$ cat config.mk
export PLATFORM = sky130hd
export DESIGN_NAME = bus_handover_ctrl
export DESIGN_NICKNAME = d
export VERILOG_FILES = /design/src/rtl/bho_pkg.sv /design/src/rtl/bho_sync.sv /design/src/rtl/bho_fsm.sv /design/src/rtl/bho_rfsh.sv /design/src/rtl/bus_handover_ctrl.sv
export SDC_FILE = /design/constraint.sdc
export NUM_CORES = 1
export LEC_CHECK = 0
export BUFFER_PORTS_ARGS = -buffer_cell sky130_fd_sc_hd__buf_2
export CAP_MARGIN = 20
export CORE_AREA = 4 4 41 43
export DETAILED_ROUTE_END_ITERATION = 16
export DIE_AREA = 0 0 45 47
export PLACE_DENSITY_LB_ADDON = 0.3
export REMOVE_ABC_BUFFERS = 1
export SETUP_SLACK_MARGIN = 0.4
export SYNTH_ARGS = -nofsm -noshare
export SYNTH_HDL_FRONTEND = slang
export SYNTH_SLANG_ARGS = --single-unit
$ cat constraint.sdc
create_clock -name clk -period 1.65 [get_ports clk]
set_input_delay 0.165 -clock clk [delete_from_list [all_inputs] [get_ports clk]]
set_output_delay 0.165 -clock clk [all_outputs]
set_load 0.02 [all_outputs]
$ cat src/rtl/bho_pkg.sv
package bho_pkg;
   localparam int ST_W    = 6;
   localparam int S_IDLE  = 0;
   localparam int S_WAIT  = 1;
   localparam int S_CSOFF = 2;
   localparam int S_RDLY  = 3;
   localparam int S_GRANT = 4;
   localparam int S_RECL  = 5;
   typedef logic [ST_W-1:0] bho_state_t;
endpackage

$ cat src/rtl/bho_sync.sv
module bho_sync #(
   parameter int STAGES = 2
) (
   input  logic clk,
   input  logic rst_n,
   input  logic d,
   output logic q
);
   logic [STAGES-1:0] chain;

   generate
      if (STAGES < 2) begin : g_bad
         $error("bho_sync needs at least two stages");
      end
      for (genvar i = 0; i < STAGES; i++) begin : g_stage
         if (i == 0) begin : g_first
            always_ff @(posedge clk) begin
               if (!rst_n) chain[0] <= 1'b0;
               else        chain[0] <= d;
            end
         end else begin : g_next
            always_ff @(posedge clk) begin
               if (!rst_n) chain[i] <= 1'b0;
               else        chain[i] <= chain[i-1];
            end
         end
      end
   endgenerate

   assign q = chain[STAGES-1];
endmodule

$ cat src/rtl/bho_fsm.sv
module bho_fsm
   import bho_pkg::*;
(
   input  logic       clk,
   input  logic       rst_n,
   input  logic       req_s,
   input  logic       cyc_busy,
   input  logic       cyc_sdram_wr,
   input  logic       rel_two,
   input  logic       sd_cmd_new,
   input  logic       rfsh_pend,
   output bho_state_t st,
   output logic       ext_acq,
   output logic       oe_addr,
   output logic       oe_data,
   output logic       oe_ctrl,
   output logic       cs_off
);
   bho_state_t nxt;
   logic       nxt_acq;

   always_comb begin
      nxt = '0;
      unique case (1'b1)
         st[S_IDLE]: begin
            if (req_s && !rfsh_pend) begin
               if (cyc_sdram_wr)  nxt[S_CSOFF] = 1'b1;
               else if (cyc_busy) nxt[S_WAIT]  = 1'b1;
               else               nxt[S_GRANT] = 1'b1;
            end else begin
               nxt[S_IDLE] = 1'b1;
            end
         end
         st[S_WAIT]: begin
            if (!req_s)            nxt[S_IDLE]  = 1'b1;
            else if (cyc_sdram_wr) nxt[S_CSOFF] = 1'b1;
            else if (!cyc_busy)    nxt[S_GRANT] = 1'b1;
            else                   nxt[S_WAIT]  = 1'b1;
         end
         st[S_CSOFF]: begin
            if (!req_s)       nxt[S_RECL]  = 1'b1;
            else if (rel_two) nxt[S_RDLY]  = 1'b1;
            else              nxt[S_GRANT] = 1'b1;
         end
         st[S_RDLY]: begin
            if (!req_s) nxt[S_RECL]  = 1'b1;
            else        nxt[S_GRANT] = 1'b1;
         end
         st[S_GRANT]: begin
            if (!req_s) nxt[S_RECL]  = 1'b1;
            else        nxt[S_GRANT] = 1'b1;
         end
         default: nxt[S_IDLE] = 1'b1;
      endcase
   end

   assign nxt_acq = nxt[S_CSOFF] | nxt[S_RDLY] | nxt[S_GRANT];

   always_ff @(posedge clk) begin
      if (!rst_n) begin
         st     <= '0;
         st[S_IDLE] <= 1'b1;
         cs_off <= 1'b0;
      end else begin
         st <= nxt;
         if (nxt_acq)                       cs_off <= 1'b1;
         else if (st[S_IDLE] && sd_cmd_new) cs_off <= 1'b0;
      end
   end

   assign ext_acq = st[S_CSOFF] | st[S_RDLY] | st[S_GRANT];
   assign oe_addr = st[S_IDLE] | st[S_WAIT] | st[S_CSOFF] | st[S_RDLY];
   assign oe_data = oe_addr;
   assign oe_ctrl = st[S_IDLE] | st[S_WAIT];

   assert_state_onehot_R11: assert property (@(posedge clk) disable iff (!rst_n)
      $countones(st) == 1);
   assert_acq_needs_req_R2: assert property (@(posedge clk) disable iff (!rst_n)
      $rose(ext_acq) |-> $past(req_s));
   assert_acq_drops_R7: assert property (@(posedge clk) disable iff (!rst_n)
      (ext_acq && !req_s) |=> !ext_acq);
   assert_cs_with_acq_R5: assert property (@(posedge clk) disable iff (!rst_n)
      ext_acq |-> cs_off);
   assert_ctrl_float_R6: assert property (@(posedge clk) disable iff (!rst_n)
      ext_acq |-> !oe_ctrl);
   assert_groups_off_R4: assert property (@(posedge clk) disable iff (!rst_n)
      (ext_acq && !oe_addr) |-> (!oe_data && !oe_ctrl));
endmodule

$ cat src/rtl/bho_rfsh.sv
module bho_rfsh (
   input  logic clk,
   input  logic rst_n,
   input  logic rfsh_req,
   input  logic bus_idle,
   input  logic cyc_busy,
   output logic rfsh_go,
   output logic rfsh_pend
);
   assign rfsh_go = rfsh_pend & bus_idle & ~cyc_busy;

   always_ff @(posedge clk) begin
      if (!rst_n) rfsh_pend <= 1'b0;
      else        rfsh_pend <= rfsh_req | (rfsh_pend & ~rfsh_go);
   end

   assert_no_rfsh_granted_R9: assert property (@(posedge clk) disable iff (!rst_n)
      !bus_idle |-> !rfsh_go);
endmodule

$ cat src/rtl/bus_handover_ctrl.sv
module bus_handover_ctrl
   import bho_pkg::*;
#(
   parameter int SYNC_STAGES = 2
) (
   input  logic clk,
   input  logic rst_n,
   input  logic ext_req,
   input  logic cyc_busy,
   input  logic cyc_sdram_wr,
   input  logic rel_two,
   input  logic sd_cmd_new,
   input  logic rfsh_req,
   output logic ext_acq,
   output logic mc_hold,
   output logic oe_addr,
   output logic oe_data,
   output logic oe_ctrl,
   output logic sd_cs_off,
   output logic rfsh_go
);
   logic       req_s;
   logic       pend;
   bho_state_t st;

   bho_sync #(.STAGES(SYNC_STAGES)) u_sync (
      .clk(clk), .rst_n(rst_n), .d(ext_req), .q(req_s)
   );

   bho_fsm u_fsm (
      .clk(clk), .rst_n(rst_n), .req_s(req_s), .cyc_busy(cyc_busy),
      .cyc_sdram_wr(cyc_sdram_wr), .rel_two(rel_two), .sd_cmd_new(sd_cmd_new),
      .rfsh_pend(pend), .st(st), .ext_acq(ext_acq), .oe_addr(oe_addr),
      .oe_data(oe_data), .oe_ctrl(oe_ctrl), .cs_off(sd_cs_off)
   );

   bho_rfsh u_rfsh (
      .clk(clk), .rst_n(rst_n), .rfsh_req(rfsh_req), .bus_idle(st[S_IDLE]),
      .cyc_busy(cyc_busy), .rfsh_go(rfsh_go), .rfsh_pend(pend)
   );

   assign mc_hold = ~st[S_IDLE];

   assert_hold_blocks_rfsh_R9: assert property (@(posedge clk) disable iff (!rst_n)
      mc_hold |-> !rfsh_go);
endmodule

# After elaboration in Yosys (flattened, before gate mapping)
# Cells that the tools add are included.
totals:
  ff_bits: 9
  inputBits: 8
  out_inout_bits: 7
  wordCells: 46
classes:
  n_mux: 21
  n_bitwise: 14
  reduce_logical: 6
ops:
  columns: ["op", "n"]
  rows:
  - ["$mux 1", 15]
  - ["$or 1x1->1", 8]
  - ["$mux 2", 3]
  - ["$pmux 1 s4", 1]
  - ["$pmux 2 s2", 1]
  - ["$and 1x1->1", 3]
  - ["$not 1->1", 3]
  - ["$pmux 1 s3", 1]
  - ["$reduce_or 3->1", 1]
  - ["$logic_and 1x1->1", 2]
  - ["$reduce_bool 2->1", 1]
  - ["$reduce_or 2->1", 1]
  - ["$logic_not 1->1", 1]

# Depth between registers and ports, before layout
logic_depth:
  ltp_word: 7
  mapped_depth: 4
  mapped_depth_nobuf: 4

# Cells and area by module
# From an unflattened synthesis, not the netlist that was laid out.
hier_totals:
  cells_unflattened: 40
  hier_area_um2: 416.6
by_module_without_submodules:
  columns: ["mod", "instances", "cells_each", "area_each_um2", "seq_area_each_um2"]
  rows:
  - ["bho_fsm", 1, 29, 307.8, 140.1]
  - ["bho_rfsh", 1, 6, 52.6, 20.0]
  - ["bho_sync", 1, 4, 52.6, 40.0]
  - ["bus_handover_ctrl", 1, 1, 3.8, 0.0]

# Worst setup path after synthesis
# OpenSTA, ideal clock, no wires.
synth_path:
  kind: "register -> output"
  startpoint: "reg u_fsm.st[0]"
  endpoint: "out oe_data"
  arrival_time_ps: 1332
  t_required_ps: 1485
  slack_ps: 153
  path_stages_with_launch: 4
  n_path_buf: 1
  path_cell_list: "dfxtp_1 or2_2 or3_1 buf_4"
synth_via:
  elab_chain_cells: 3
synth_rtl:
  columns: ["item", "line", "source"]
  rows:
  - ["start: declaration", "bho_fsm.sv:12", "output bho_state_t st,"]
  - ["start signal: assignment", "bho_fsm.sv:65", "st <= nxt;"]
  - ["$or 1x1->1", null, null]
  - ["named net oe_ctrl", "bus_handover_ctrl.sv:18", "output logic oe_ctrl,"]
  - ["$or 1x1->1 (2 in a row)", "bho_fsm.sv:72", "assign oe_addr = st[S_IDLE] | st[S_WAIT] | st[S_CSOFF] | st[S_RDLY];"]
  - ["end: declaration", "bus_handover_ctrl.sv:17", "output logic oe_data,"]
# The timed path passes the listed nets, and every way through them passes these cells.

# Worst setup path after layout
layout_path:
  startpoint: "reg u_fsm.st[0]"
  endpoint: "out oe_addr"
layout_via:
  elab_chain_cells: 3
layout_rtl:
  columns: ["item", "line", "source"]
  rows:
  - ["$or 1x1->1 (3 in a row)", "bho_fsm.sv:72", null]
  - ["end: declaration", "bus_handover_ctrl.sv:16", "output logic oe_addr,"]
# Every way passes these cells.

==> run summary <==
final number of max-transition violations - 0
sequential share of power - 48.6%
die area - 2115 sq um
Layout Nets - 68
minimum clock period - 1468 ps
DRC marker count from the first detailed-route iteration - 2
ANT cells - 0
kind of end point of the critical path - output pin
internal power of the cells - 0.3512 mW
biggest fanout along the worst timing path - 2
die extent in y - 47 microns
unrepaired setup endpoints after global routing - yes
Slew headroom - 79.62%
count of mapped cells out of synthesis - 39
largest vdd supply drop - 0.3311 mV
switching power - 0.1180 mW
number of detailed-routing iterations run before antenna repair - 4
post-synth cell types - 23
CTS tree - built
maximum clock skew at final layout - 3.740 ps
highest achievable clock rate - 0.6814 GHz
pin count of the biggest net entering global routing - 8
leakage power of the design - 0.2546 nW
count of pins on the block boundary - 15
Post-DRT Antenna Nets - 0
wire length of the first global-routing pass - 1393 microns
Crit path arrival time - 1300 ps
number of antenna violations at the first check in global routing - 0
share of post-route cells with drive strength above 1 - 55.93%
port bufs - 14
number of setup violations in the final report - 0
crit start category - register
count of H-tree levels built during CTS - 1
fillcell total - 142
outcome - completed
sum of routed wire length over all layers - 828 microns
Combinational Power Share - 15.0%
required arrival time at the worst endpoint - 1480 ps
total via count after detailed routing - 343
routability congestion estimate - 0.7491
average wire per cell in the routed design - 11.19 microns
area delta synth->final - 49.33%
chip width - 45 microns
sinks on the clock net - 9
average via count per standard cell - 4.635
Yosys reg bits - 9
core outline area - 1301 sq um
clock transition time at the flip-flop clock pins of the worst setup and hold paths - 60 ps
number of buffers created by CTS - 3
clock latency reported for the late side of the worst-skew pair - 260 ps
number of buffers on the longest clock path - 2
residual DRC count - 0
mapped cell area - 375.4 sq um
portion of the clock cycle consumed by the worst path in the final layout - 88.95%
mean cell area of the mapped netlist - 9.625 sq um
path type of the worst min-delay path - in -> reg
Post-CTS Hold Fix Bufs - 0
max-cap violation count - 0
part of the total power dissipated in the clock network - 36.4%
effective utilization at floorplan - 28.85%
Power, Total - 0.4692 mW
endpoints failing hold - 0
number of global-route vias before repair - 337
Worst-Margin Slew - 303.1 ps
Worst Path Class, Setup - reg -> out
DP Wirelength - 580.3 microns
total congestion overflow after global routing - 0
register area share after synthesis - 48.00%
Overall Global Routing Usage - 9.509%
Setup TNS Final - 0 ps
total of warnings raised by yosys - 0
switching share of power - 25.15%
clock tree root driver cell - clkbuf_4
Core Rows - 13
power density of the placed cells - 837.0 nW/um^2
## power by group through the flow
stage	Sequential (mW)	Combinational, mW	Clock [mW]
after floorplan	0.234	0.0305	0
after global placement	0.234	0.0543	0
after detailed placement	0.235	0.0532	0
after CTS	0.229	0.0648	0.175
after global routing	0.229	0.0779	0.185
final	0.228	0.0703	0.171
## registers in the layout, summed over array words and instances (netlist names)
register	cells
u_fsm.cs_off	1
u_fsm.st	5
u_rfsh.rfsh_pend	1
u_sync.chain	1
u_sync.q	1
## synth_stat cells, drive strengths merged
cell type / instances / area share, %
or2: 1 / 1.7
a21o: 2 / 4.3
inv: 1 / 1.0
nor3b: 1 / 2.0
nor2: 3 / 3.0
and4: 1 / 2.7
and2: 2 / 3.3
o21a: 1 / 2.0
o31ai: 1 / 2.0
o211ai: 1 / 2.0
a21oi: 1 / 2.3
a32oi: 1 / 2.3
buf: 1 / 2.0
or3: 2 / 4.7
nand2: 5 / 5.0
nor4b: 1 / 2.3
o21ai: 2 / 3.7
nor2b: 3 / 5.7
dfxtp: 9 / 48
## worst paths after layout
check,startpoint,to,slack [ps],cells past startpoint
worst min register to register,u_sync.chain[0],u_sync.q,430,1
worst min-delay path,cyc_sdram_wr,u_fsm.st[1],100,2
worst max register to register,u_fsm.st[2],u_fsm.cs_off,450,4
worst max-delay path,u_fsm.st[0],oe_addr,180,3
## logic make-up (layout without fill, tap and decap cells)
kind of cell           count (synthesis)  in the layout  share of synthesized area [%]
DFF                                    9              9                          48.00
and+or+nand+nor                       19             19                          30.34
AOI/OAI and AO/OA                      9              9                          18.67
buffers and inverters                  2             22                          3.000
## critical path, cell delays in order, from the launching register on
cell,delay (ps)
dfxtp_2,320
or2_4,240
or3_4,340
buf_6,140
## final cells by class
cell class / instances / area, sq um / share of cell area, %
clock buffer: 4 / 26.28 / 4.687
multi-input combinational: 28 / 201.4 / 35.94
tap: 15 / 18.77 / 3.348
timing repair buffer: 17 / 123.9 / 22.10
sequential: 9 / 186.4 / 33.26
inverter: 1 / 3.754 / 0.6696
## through the flow
stage	util [%]	cells	hold slack (ps)	setup slack, ps	cell area (sq um)
4_1_cts	41.06	73	100.3	176.3	534.3
3_5_place_dp	35.10	67	375.1	327.3	456.7
3_3_place_gp	35.10	67	370.5	357.5	456.7
2_1_floorplan	-	38	241.7	286.4	367.9
5_1_grt	43.08	74	124.2	154.9	560.5
6_report	43.08	74	102.0	182.4	560.5
## placed cells by master, fill, tap and decap left out
master    instances
o21ai_2           1
inv_1             1
a32oi_1           1
buf_4             3
and2_1            2
a21oi_2           1
buf_6             5
a21o_2            1
dfxtp_4           1
clkbuf_1          1
nor3b_1           1
nor2b_2           1
nand2_1           4
or2_4             1
o21ai_0           1
o31ai_1           1
o211ai_1          1
dfxtp_1           6
a21o_1            1
nor2b_1           2
or3_4             2
o21a_1            1
dfxtp_2           2
buf_2             9
and4_2            1
clkbuf_4          3
nand2_2           1
nor2_4            1
nor4b_1           1
nor2_1            2
## metal layers
layer  GRT usage [%]  vias to the layer above  wire length [microns]
met5               0                        -                      0
met4           8.772                        0                     34
met3           2.299                        5                     53
met2           12.71                       13                    346
met1           12.39                      148                    393
li1                -                      177                      -
## repair_timing
| item | 4_1_cts | 5_1_grt |
|---|---|---|
| pin swaps | 1 | 2 |
| buffers inserted | 2 | 1 |
| resized for setup | 13 | 6 |
| setup endpoints to repair | 4 | 6 |
| endpoints found under the hold margin | 0 | 0 |
No activity file was read; power rests on OpenSTA's default activity.
